`src/rtl/entropy_key_gather_pkg.sv`:
```
package entropy_key_gather_pkg;

  // Width of one lane's shift register for a given key width and lane count.
  function automatic int unsigned lane_width(input int unsigned key_w,
                                             input int unsigned lanes);
    return key_w / lanes;
  endfunction

  // Counter width needed to count 0 .. lane_w-1 (at least one bit).
  function automatic int unsigned count_width(input int unsigned lane_w);
    return (lane_w > 2) ? $clog2(lane_w) : 1;
  endfunction

  // Position of the most significant key bit owned by lane idx.
  function automatic int unsigned lane_top(input int unsigned key_w,
                                           input int unsigned lane_w,
                                           input int unsigned idx);
    return key_w - 1 - idx * lane_w;
  endfunction

endpackage

```
`src/rtl/kg_lane_shift.sv`:
```
module kg_lane_shift #(
  parameter int unsigned WIDTH = 128
) (
  input  logic             clk,
  input  logic             rst,
  input  logic             bit_in,
  output logic [WIDTH-1:0] word_next
);

  logic [WIDTH-1:0] word_q;

  // The oldest bit moves toward the MSB; the newest enters at bit 0.
  assign word_next = {word_q[WIDTH-2:0], bit_in};

  always_ff @(posedge clk) begin
    if (rst) begin
      word_q <= '0;
    end else begin
      word_q <= word_next;
    end
  end

endmodule

```
`src/rtl/kg_fill_counter.sv`:
```
module kg_fill_counter #(
  parameter int unsigned LANE_W = 128,
  parameter int unsigned CNT_W  = 7
) (
  input  logic             clk,
  input  logic             rst,
  output logic [CNT_W-1:0] cnt_q,
  output logic             fill_done
);

  localparam logic [CNT_W-1:0] LAST = CNT_W'(LANE_W - 1);

  assign fill_done = (cnt_q == LAST);

  always_ff @(posedge clk) begin
    if (rst) begin
      cnt_q <= '0;
    end else if (fill_done) begin
      cnt_q <= '0;
    end else begin
      cnt_q <= cnt_q + CNT_W'(1);
    end
  end

endmodule

```
`src/rtl/kg_key_hold.sv`:
```
module kg_key_hold #(
  parameter int unsigned KEY_W = 128
) (
  input  logic             clk,
  input  logic             rst,
  input  logic             load,
  input  logic [KEY_W-1:0] next_key,
  input  logic             rd,
  output logic [KEY_W-1:0] key_q,
  output logic             ready_q
);

  always_ff @(posedge clk) begin
    if (rst) begin
      key_q   <= '0;
      ready_q <= 1'b0;
    end else if (load) begin
      // A completion takes priority over a read in the same cycle.
      key_q   <= next_key;
      ready_q <= 1'b1;
    end else if (rd) begin
      ready_q <= 1'b0;
    end
  end

endmodule

```
`src/rtl/entropy_key_gather.sv`:
```
module entropy_key_gather
  import entropy_key_gather_pkg::*;
#(
  parameter int unsigned KEY_W = 128,
  parameter int unsigned LANES = 1
) (
  input  logic             clk,
  input  logic             rst,
  input  logic [LANES-1:0] ent_bits,
  input  logic             key_rd,
  output logic [KEY_W-1:0] key_out,
  output logic             key_ready
);

  localparam int unsigned LANE_W = lane_width(KEY_W, LANES);
  localparam int unsigned CNT_W  = count_width(LANE_W);

  // Named internal events, brought out for the checker.
  logic [CNT_W-1:0] fill_cnt;
  logic             fill_done;
  logic [KEY_W-1:0] assembled_key;

  kg_fill_counter #(
    .LANE_W (LANE_W),
    .CNT_W  (CNT_W)
  ) u_cnt (
    .clk       (clk),
    .rst       (rst),
    .cnt_q     (fill_cnt),
    .fill_done (fill_done)
  );

  for (genvar g = 0; g < LANES; g++) begin : g_lane
    localparam int unsigned TOP = lane_top(KEY_W, LANE_W, g);
    logic [LANE_W-1:0] lane_word;

    kg_lane_shift #(
      .WIDTH (LANE_W)
    ) u_sr (
      .clk       (clk),
      .rst       (rst),
      .bit_in    (ent_bits[g]),
      .word_next (lane_word)
    );

    assign assembled_key[TOP -: LANE_W] = lane_word;
  end

  kg_key_hold #(
    .KEY_W (KEY_W)
  ) u_hold (
    .clk      (clk),
    .rst      (rst),
    .load     (fill_done),
    .next_key (assembled_key),
    .rd       (key_rd),
    .key_q    (key_out),
    .ready_q  (key_ready)
  );

endmodule

```
`config.mk`:
```
export PLATFORM = sky130hd
export DESIGN_NAME = entropy_key_gather
export DESIGN_NICKNAME = d
export VERILOG_FILES = /design/src/rtl/entropy_key_gather_pkg.sv /design/src/rtl/kg_lane_shift.sv /design/src/rtl/kg_fill_counter.sv /design/src/rtl/kg_key_hold.sv /design/src/rtl/entropy_key_gather.sv
export SDC_FILE = /design/constraint.sdc
export NUM_CORES = 1
export LEC_CHECK = 0
export BUFFER_PORTS_ARGS = -buffer_cell sky130_fd_sc_hd__buf_2
export CORE_MARGIN = 10
export CORE_UTILIZATION = 45
export DETAILED_ROUTE_END_ITERATION = 8
export MAX_ROUTING_LAYER = met4
export PLACE_DENSITY = 0.65
export SETUP_SLACK_MARGIN = 0.3
export SLEW_MARGIN = 25
export SYNTH_ARGS = -nofsm -noshare
export SYNTH_HDL_FRONTEND = slang
export SYNTH_SLANG_ARGS = --single-unit
```
`constraint.sdc`:
```
create_clock -name clk -period 4.8 [get_ports clk]
set_input_delay 0.96 -clock clk [delete_from_list [all_inputs] [get_ports clk]]
set_output_delay 0.96 -clock clk [all_outputs]
set_load 0.1 [all_outputs]
```
==> results of run 1 <==
==> where the power goes <==
part / internal [uW] / leakage, uW / total, uW / switching, uW
Combinational: 7.66 / 0.00251 / 42.6 / 34.9
Clock: 1280 / 0.000434 / 2070 / 794
Sequential: 2190 / 0.00212 / 2190 / 3.18
Total: 3470 / 0.00507 / 4300 / 832
==> registers in the layout (all words and copies together), names as in the netlist <==
signal,flops
u_hold.key_q,128
g_lane.u_sr.word_q,127
u_cnt.cnt_q,7
u_hold.ready_q,1
==> metrics by stage <==
| step | cells | instance area (um^2) |
|---|---|---|
| after CTS | 1120 | 10830 |
| after floorplan | 716 | 9109 |
| after global routing | 1120 | 10830 |
| after global placement | 1074 | 9913 |
| after detailed placement | 1075 | 9941 |
| final | 1120 | 10830 |
==> layout make-up <==
cell class	count	area, um^2	share of cell area, %
clock buffers	40	784.5	7.247
clock inverters	5	100.1	0.9246
multi-input cells	410	3580	33.07
flip-flops and latches	263	5265	48.64
well taps	265	331.6	3.063
repair buffers	137	764.5	7.062
==> final timing paths <==
check                                to  slack [ns]  cells past startpoint
max                          key_out[7]        2.51                      1
max reg2reg             u_hold.key_q[3]        2.77                      5
min reg2reg  g_lane[0].u_sr.word_q[111]        0.46                      1
min          g_lane[0].u_sr.word_q[111]        0.46                      1
==> synthesized netlist by cell type, drive strengths merged, types with 2 or more instances <==
master | count | share of area (%)
nand2b | 3 | 0.21
or3 | 2 | 0.14
nor2b | 254 | 17
xor2 | 2 | 0.19
mux2 | 127 | 20
dfxtp | 263 | 58
buf | 14 | 1.7
nor3 | 2 | 0.11
nand3 | 6 | 0.38
nand2 | 2 | 0.082
clkbuf | 29 | 1.2
a21oi | 2 | 0.11
nor2 | 3 | 0.12
==> layer usage <==
layer / vias up / routed length (um) / global-route usage, %
met5: - / 0 / -
met1: 2313 / 7852 / 15.63
li1: 2533 / - / -
met2: 89 / 7117 / 18.66
met3: 27 / 690 / 2.932
met4: 0 / 388 / 3.267
==> kinds of logic (layout without fill, tap and decap cells) <==
group | Yosys count | count (layout) | share of synthesized area [%]
xor+xnor | 3 | 3 | 0.2885
simple gates | 274 | 274 | 18.64
flops | 263 | 263 | 57.80
buf+inv | 43 | 182 | 2.926
fa+ha+maj | 1 | 1 | 0.1373
compound gates | 4 | 4 | 0.2335
mux | 128 | 128 | 19.97
==> results.json, run 1 <==
{
  "fin_crit_sh_pct": 47.76,
  "synthCells": 716,
  "drv_slew": 0,
  "worst_setup_path_start_kind": "flip-flop",
  "fin_crit_ns": 2.293,
  "pin_count": 133,
  "rsz0062_at_grt": "no",
  "ant_nets": 0,
  "coreArea_mm2": 0.01972,
  "holdCritPathClass": "reg -> reg",
  "clkTransAtPathRegs_ns": 0.06,
  "syn_area_mm2": 0.009109,
  "setup_slack_ns": 2.507,
  "crit_chain": "buf_2",
  "power_density_mw_per_mm2": 397.6,
  "path_buf_inv": 1,
  "seq_area_frac_synth_pct": 57.80,
  "maxSlewHeadroom_pct": 34.47,
  "grt_pass1_vias": 5066,
  "critPathLaunch": "u_hold.key_q[7]",
  "synth_edf_count": 0,
  "synth_async_sr_flop_share_pct": 0,
  "final_common_cell": "dfxtp_1",
  "start_util_pct": 46.20,
  "cp_max_fo": 2,
  "fp.dieH_um": 162.3,
  "power_uw": 4305,
  "crit_type": "reg -> out",
  "nFillCells": 1694,
  "path_delay_family": "buffers and inverters",
  "layout.core_utilization_pct": 54.90,
  "antenna_cells": 0,
  "wl_per_cell_um": 14.33,
  "cts.sinks": 263,
  "cts_tree": "done",
  "drc": 0,
  "io_buffers": 132,
  "drv_cap": 0,
  "htreeDepth": 1,
  "whs_ns": 0.4584,
  "syn_avg_cell_area_um2": 12.72,
  "cp_slowest_stage_delay_ns": 0.45,
  "cp_data_required_time_ns": 3.84,
  "drive_gt1_share_pct": 35.56,
  "overflow": 0,
  "rows": 51,
  "cts_setup_buffers": 0,
  "rr_startpoint": "u_cnt.cnt_q[0]",
  "finalHoldViolations": 0,
  "ctsResizeCount": 0,
  "arrival_ns": 1.33,
  "wl_um": 16050,
  "outcome": "complete, no violations",
  "viasPerCell": 4.430,
  "antenna_found_initial": 0,
  "vias": 4962,
  "final_cell_mix": "263 x dfxtp_1, 254 x nor2b_1, 131 x buf_2",
  "max_freq_ghz": 0.4362,
  "fin_worst_skew_ns": 0.004443,
  "tightest_slew_ns": 0.9829,
  "peakVddDrop_mv": 0.2592,
  "hp-start": "g_lane[0].u_sr.word_q[110]",
  "synth_top_flop_cell": "dfxtp_1",
  "ys_ff_latch": 263,
  "final_nets": 844,
  "worst_setup_path_end_kind": "output pin",
  "place_ws_ns": 2.071,
  "slowest_stage": "buf_2",
  "grtUsageTotal_pct": 12.12,
  "yosys_warnings": 0,
  "grt_max_degree": 155,
  "synthToLayoutAreaGrowth_pct": 18.85,
  "synth_nets": 721,
  "p_leak_uw": 0.005067,
  "synthDistinctLibCells": 22,
  "fp.dieW_um": 162.3,
  "cts.path.max_buffers": 3,
  "clk_latency_ns": 0.51,
  "die_area_mm2": 0.02633,
  "tns_ns": 0,
  "drt_iter0_drc": 231,
  "grt_pass1_wl_um": 26230,
  "place.gp.congestion": 0.7177,
  "cts_made_buffers": 27,
  "setup-violations-final": 0,
  "dr.pass1.iters": 4,
  "cts-root-buf": "clkbuf_16",
  "ctsHoldBuffers": 0,
  "dpl.hpwl_um": 9891
}
Power figures use the tool's default switching activity.
==> run 2: changes to the inputs <==
Settings changed: ABC_AREA set to 1, PLACE_DENSITY 0.65 to 0.66.
Clock period 4.8 ns to 2.23 ns, I/O delays scaled along.
==> results.json, run 2 <==
{
  "outcome": "complete, no violations",
  "place.gp.congestion": 0.7410,
  "clkTransAtPathRegs_ns": 0.06,
  "dp_cells": 1192,
  "rsz0062_at_grt": "no",
  "drt_iter0_drc": 163,
  "fin_crit_ns": 1.777,
  "whs_ns": 0.1399,
  "synth_top_family_by_area": "simple AND/OR/NAND/NOR gates",
  "grtUsageTotal_pct": 13.21,
  "path_delay_family": "buffers and inverters",
  "synthDistinctLibCells": 21,
  "internal_power_uw": 7513,
  "drc": 0,
  "power.share.sequential_pct": 50.3,
  "arrival_ns": 1.33,
  "synthToLayoutAreaGrowth_pct": 18.28,
  "ant_nets": 0,
  "setup_slack_ns": 0.4534,
  "dr.pass1.iters": 4,
  "cts_made_buffers": 26,
  "synth-compound-area-share_pct": 12.69,
  "fp.dieH_um": 156.9,
  "drive_gt1_share_pct": 29.95,
  "cp_slowest_stage_delay_ns": 0.45,
  "ctsHoldBuffers": 0,
  "synth_top_cell_area_share_pct": 62.44,
  "layout.core_utilization_pct": 53.68,
  "seq_area_frac_synth_pct": 62.44,
  "cp_data_required_time_ns": 1.78,
  "pin_count": 133,
  "place_ws_ns": 0.4576,
  "syn_avg_cell_area_um2": 9.839,
  "synth-adder-area-share_pct": 0.1484,
  "rr_endpoint": "u_hold.key_q[38]",
  "wl_um": 15920,
  "crit_chain": "buf_2",
  "yosysMostFrequentCell": "dfxtp_1",
  "syn_area_mm2": 0.008432,
  "largest_reg_flops": 128,
  "vias": 5461,
  "die_area_mm2": 0.02461,
  "synth.largest_area_cell": "dfxtp_1",
  "cts-root-buf": "clkbuf_16",
  "path_buf_inv": 1,
  "synthCells": 857,
  "coreArea_mm2": 0.01858,
  "regArea_mm2": 0.005265,
  "fin_cells": 1240,
  "worst_setup_path_start_kind": "flip-flop",
  "drv_cap": 0,
  "synth.area.top_cells": "dfxtp_1 62%, a21oi_2 11%, nand2_1 6.1%, inv_1 6.1%, nor2_1 6.1%",
  "synth_xor_area_share_pct": 0.1039,
  "path_depth": 1,
  "cts_setup_buffers": 0,
  "rows": 50,
  "tightest_slew_ns": 0.5587,
  "switching_share_pct": 19.72,
  "multi_input_area_mm2": 0.002190,
  "hp-start": "rst",
  "cts.sinks": 263,
  "cts.path.max_buffers": 3,
  "final_nets": 991,
  "clock_power_share_pct": 48.2,
  "synth_edf_count": 0,
  "final_cell_mix": "263 x dfxtp_1, 137 x nand2_1, 136 x nor2_1",
  "worst_r2r_path_depth": 7,
  "finalHoldViolations": 0,
  "ff2ff_setup_slack_ns": 0.46,
  "crit_path_end": "key_out[98]",
  "holdCritPathClass": "in -> reg",
  "dpl.hpwl_um": 10290,
  "fin_worst_skew_ns": 0.007293,
  "rr_startpoint": "u_cnt.cnt_q[0]",
  "synth_common_cells": "263 x dfxtp_1, 137 x nand2_1, 136 x inv_1, 136 x nor2_1, 109 x a21oi_2",
  "p_sw_uw": 1846,
  "start_util_pct": 45.38,
  "regMostFlops": "u_hold.key_q",
  "synth_top_flop_cell": "dfxtp_1",
  "synthMuxAreaShare_pct": 0,
  "ctsResizeCount": 0,
  "nFillCells": 1711,
  "maxSlewHeadroom_pct": 63.01,
  "peakVddDrop_mv": 0.6188,
  "p_leak_uw": 0.005029,
  "min_path_cells": 2,
  "viasPerCell": 4.404,
  "htreeDepth": 1,
  "synth_async_sr_flop_share_pct": 0,
  "largestRegisters": "u_hold.key_q (128), g_lane.u_sr.word_q (127), u_cnt.cnt_q (7)",
  "yosys_warnings": 0,
  "final_common_cell": "dfxtp_1",
  "ys_ff_latch": 263,
  "critPathLaunch": "u_hold.key_q[98]",
  "fp.dieW_um": 156.9,
  "crit_type": "reg -> out",
  "slowest_stage": "buf_2",
  "grt_max_degree": 91,
  "grt_pass1_wl_um": 26290,
  "tns_ns": 0,
  "power_density_mw_per_mm2": 938.5,
  "clk_latency_ns": 0.51,
  "grt_pass1_vias": 5353,
  "fin_crit_sh_pct": 79.67,
  "p_comb_share_pct": 1.5,
  "max_freq_ghz": 0.5629,
  "io_buffers": 132,
  "setup-violations-final": 0,
  "antenna_found_initial": 1,
  "wl_per_cell_um": 12.84,
  "cp_max_fo": 2,
  "synth_nets": 862,
  "overflow": 0,
  "yosys.area_share.simple_pct": 12.92,
  "worst_setup_path_end_kind": "output pin",
  "cts_tree": "done",
  "drv_slew": 0
}
[run 2: kinds of logic (layout without fill, tap and decap cells)]
family / Yosys count / in the layout
AO/OA/AOI/OAI: 132 / 132
XOR/XNOR: 1 / 1
adder cells (fa/ha/maj): 1 / 1
buffers and inverters: 178 / 326
flip-flops: 263 / 263
other: 0 / 1
AND/OR/NAND/NOR: 282 / 282
[run 2: per-stage QoR]
stage / instance area, um^2 / power [uW]
floorplan: 8432 / 4936
detailed placement: 9066 / 4960
global placement: 9066 / 4959
global route: 9973 / 9701
CTS: 9971 / 9494
finish: 9973 / 9359
[run 2: worst min-delay path by stage]
stage / endpoint
2_1_floorplan: g_lane[0].u_sr.word_q[10]
3_5_place_dp: g_lane[0].u_sr.word_q[4]
3_3_place_gp: g_lane[0].u_sr.word_q[9]
5_1_grt: g_lane[0].u_sr.word_q[0]
4_1_cts: g_lane[0].u_sr.word_q[0]
6_report: u_hold.ready_q
[run 2: layout make-up]
type | instances | share of cell area [%]
antenna | 1 | 0.02509
sequential | 263 | 52.79
clock inverter | 13 | 1.731
clock buffer | 34 | 7.339
multi-input combinational | 416 | 21.95
inverter | 136 | 5.144
timing repair buffer | 143 | 8.079
tap | 234 | 2.936
[run 2: power by group through the flow]
stage	logic (uW)	clock network, uW	registers (uW)
finish	141	4510	4710
global route	155	4840	4710
CTS	146	4640	4710
detailed placement	146	0	4810
global placement	146	0	4810
floorplan	123	0	4810
[run 2: routing by layer]
metal | vias to the layer above | GRT usage (%) | wire length, um
met3 | 25 | 3.376 | 876
li1 | 2849 | - | -
met2 | 90 | 22.18 | 7656
met4 | 0 | 3.596 | 296
met1 | 2497 | 15.40 | 7093
met5 | - | - | 0
==> run 3: changes to the inputs <==
Settings changed: PLACE_DENSITY 0.66 to 0.68.
Clock period 2.23 ns to 1.49 ns, I/O delays scaled along.
==> results.json, run 3 (same netlist as run 2, synthesis figures left out) <==
{
  "antenna_cells": 0,
  "drv_slew": 0,
  "place.gp.congestion": 0.7304,
  "outcome": "finished with violations",
  "violations": "negative setup slack",
  "slowest_stage": "dfxtp_2",
  "drt_iter0_drc": 227,
  "path_delay_family": "simple AND/OR/NAND/NOR gates",
  "maxSlewHeadroom_pct": 78.89,
  "drive_gt1_share_pct": 52.91,
  "tightest_slew_ns": 0.3167,
  "dr.pass1.iters": 4,
  "holdCritPathClass": "in -> reg",
  "largestRegisters": "u_hold.key_q (128), g_lane.u_sr.word_q (127), u_cnt.cnt_q (7)",
  "clkTransAtPathRegs_ns": 0.07,
  "synthToLayoutAreaGrowth_pct": 59.25,
  "p_leak_uw": 0.006036,
  "rsz0062_at_grt": "yes",
  "peakVddDrop_mv": 0.8575,
  "vias": 6139,
  "regMostFlops": "u_hold.key_q",
  "overflow": 0,
  "io_buffers": 132,
  "cts-root-buf": "clkbuf_16",
  "cts_tree": "done",
  "timing.critical_path.mode_cell": "buf_6",
  "fin_worst_skew_ns": 0.01262,
  "fp.dieH_um": 156.9,
  "viasPerCell": 4.730,
  "max_freq_ghz": 0.6524,
  "arrival_ns": 1.98,
  "cp_max_fo": 8,
  "rows": 50,
  "wl_um": 23030,
  "die_area_mm2": 0.02461,
  "antenna_found_initial": 0,
  "dpl.hpwl_um": 10080,
  "worst_setup_path_end_kind": "flip-flop",
  "cp_data_required_time_ns": 1.93,
  "drc": 0,
  "setup-violations-final": 14,
  "pin_count": 133,
  "cts.path.max_buffers": 3,
  "fin_crit_sh_pct": 102.9,
  "cp_slowest_stage_delay_ns": 0.36,
  "crit_chain": "ha_4 > nand3_4 > nor2_4 > buf_6 > buf_6 > nor2_1 > a21oi_2",
  "final_cell_mix": "139 x buf_12, 135 x inv_1, 134 x nand2_1",
  "grt_pass1_wl_um": 31980,
  "final_common_cell": "buf_12",
  "grt_pass1_vias": 6025,
  "clk_latency_ns": 0.52,
  "fin_crit_ns": 1.533,
  "ant_nets": 0,
  "tns_ns": -0.1922,
  "worst_setup_path_start_kind": "flip-flop",
  "grtUsageTotal_pct": 16.61,
  "largest_reg_flops": 128,
  "drv_cap": 0,
  "grt_max_degree": 68,
  "crit_type": "reg -> reg",
  "layout.core_utilization_pct": 72.27,
  "power_density_mw_per_mm2": 1041,
  "start_util_pct": 45.38,
  "path_buf_inv": 2,
  "finalHoldViolations": 0,
  "cts_made_buffers": 26,
  "wl_per_cell_um": 17.74,
  "htreeDepth": 1,
  "setup_slack_ns": -0.04272,
  "final_nets": 1054,
  "coreArea_mm2": 0.01858,
  "fp.dieW_um": 156.9,
  "cts.sinks": 263
}
## run 3: area by class of cell
type / count / area (um^2)
fill: 1105 / 5152
timing repair buffer: 205 / 3570
multi-input combinational: 417 / 2603
sequential: 263 / 5573
clock buffer: 38 / 777.0
clock inverter: 5 / 100.1
tap: 234 / 292.8
inverter: 136 / 513.0
## run 3: where the power goes
| part | internal (uW) | switching [uW] |
|---|---|---|
| Combinational | 134 | 200 |
| Sequential | 6940 | 11.2 |
| Clock | 4090 | 2600 |
| Total | 11200 | 2810 |
## run 3: path summary, 6_finish.rpt
check / startpoint / endpoint / slack [ns] / cells after the start
max: u_cnt.cnt_q[0] / u_hold.key_q[106] / -0.04 / 7
min: ent_bits / g_lane[0].u_sr.word_q[0] / 0.04 / 3
min reg2reg: g_lane[0].u_sr.word_q[113] / g_lane[0].u_sr.word_q[114] / 0.44 / 2
max reg2reg: u_cnt.cnt_q[0] / u_hold.key_q[106] / -0.04 / 7
## run 3: tightest hold or removal path, stage by stage
cell     delay (ns)
buf_2          0.10
nand2_1        0.08
inv_1          0.05
## run 3: timing repair
action / CTS / global route
pin swaps: 2 / 9
hold endpoints to repair: 1 / 0
setup buffers: 8 / 30
gates cloned: 5 / 11
endpoints found under the setup margin: 263 / 264
hold buffers: 2 / 0
gates resized for setup: 599 / 162
## run 3: per-stage QoR
stage | power [uW] | instance area, um^2 | std cells | hold slack [ns] | worst slack, ns
final | 13980 | 13430 | 1298 | 0.04405 | -0.04272
after global routing | 14420 | 13430 | 1298 | 0.04071 | -0.09640
after CTS | 14090 | 12450 | 1257 | 0.005429 | 0.07289
after global placement | 7445 | 9264 | 1199 | 0.4172 | 0.06393
after floorplan | 7392 | 8539 | 857 | 0.3597 | 0.1778
after detailed placement | 7448 | 9264 | 1199 | 0.4172 | 0.02941
## run 3: layer usage
metal	track usage (%)	vias up	share of wire [%]
li1	-	2978	-
met1	17.67	2965	38
met2	29.95	145	54
met3	3.267	51	4.7
met4	6.067	0	3.2
met5	-	-	0
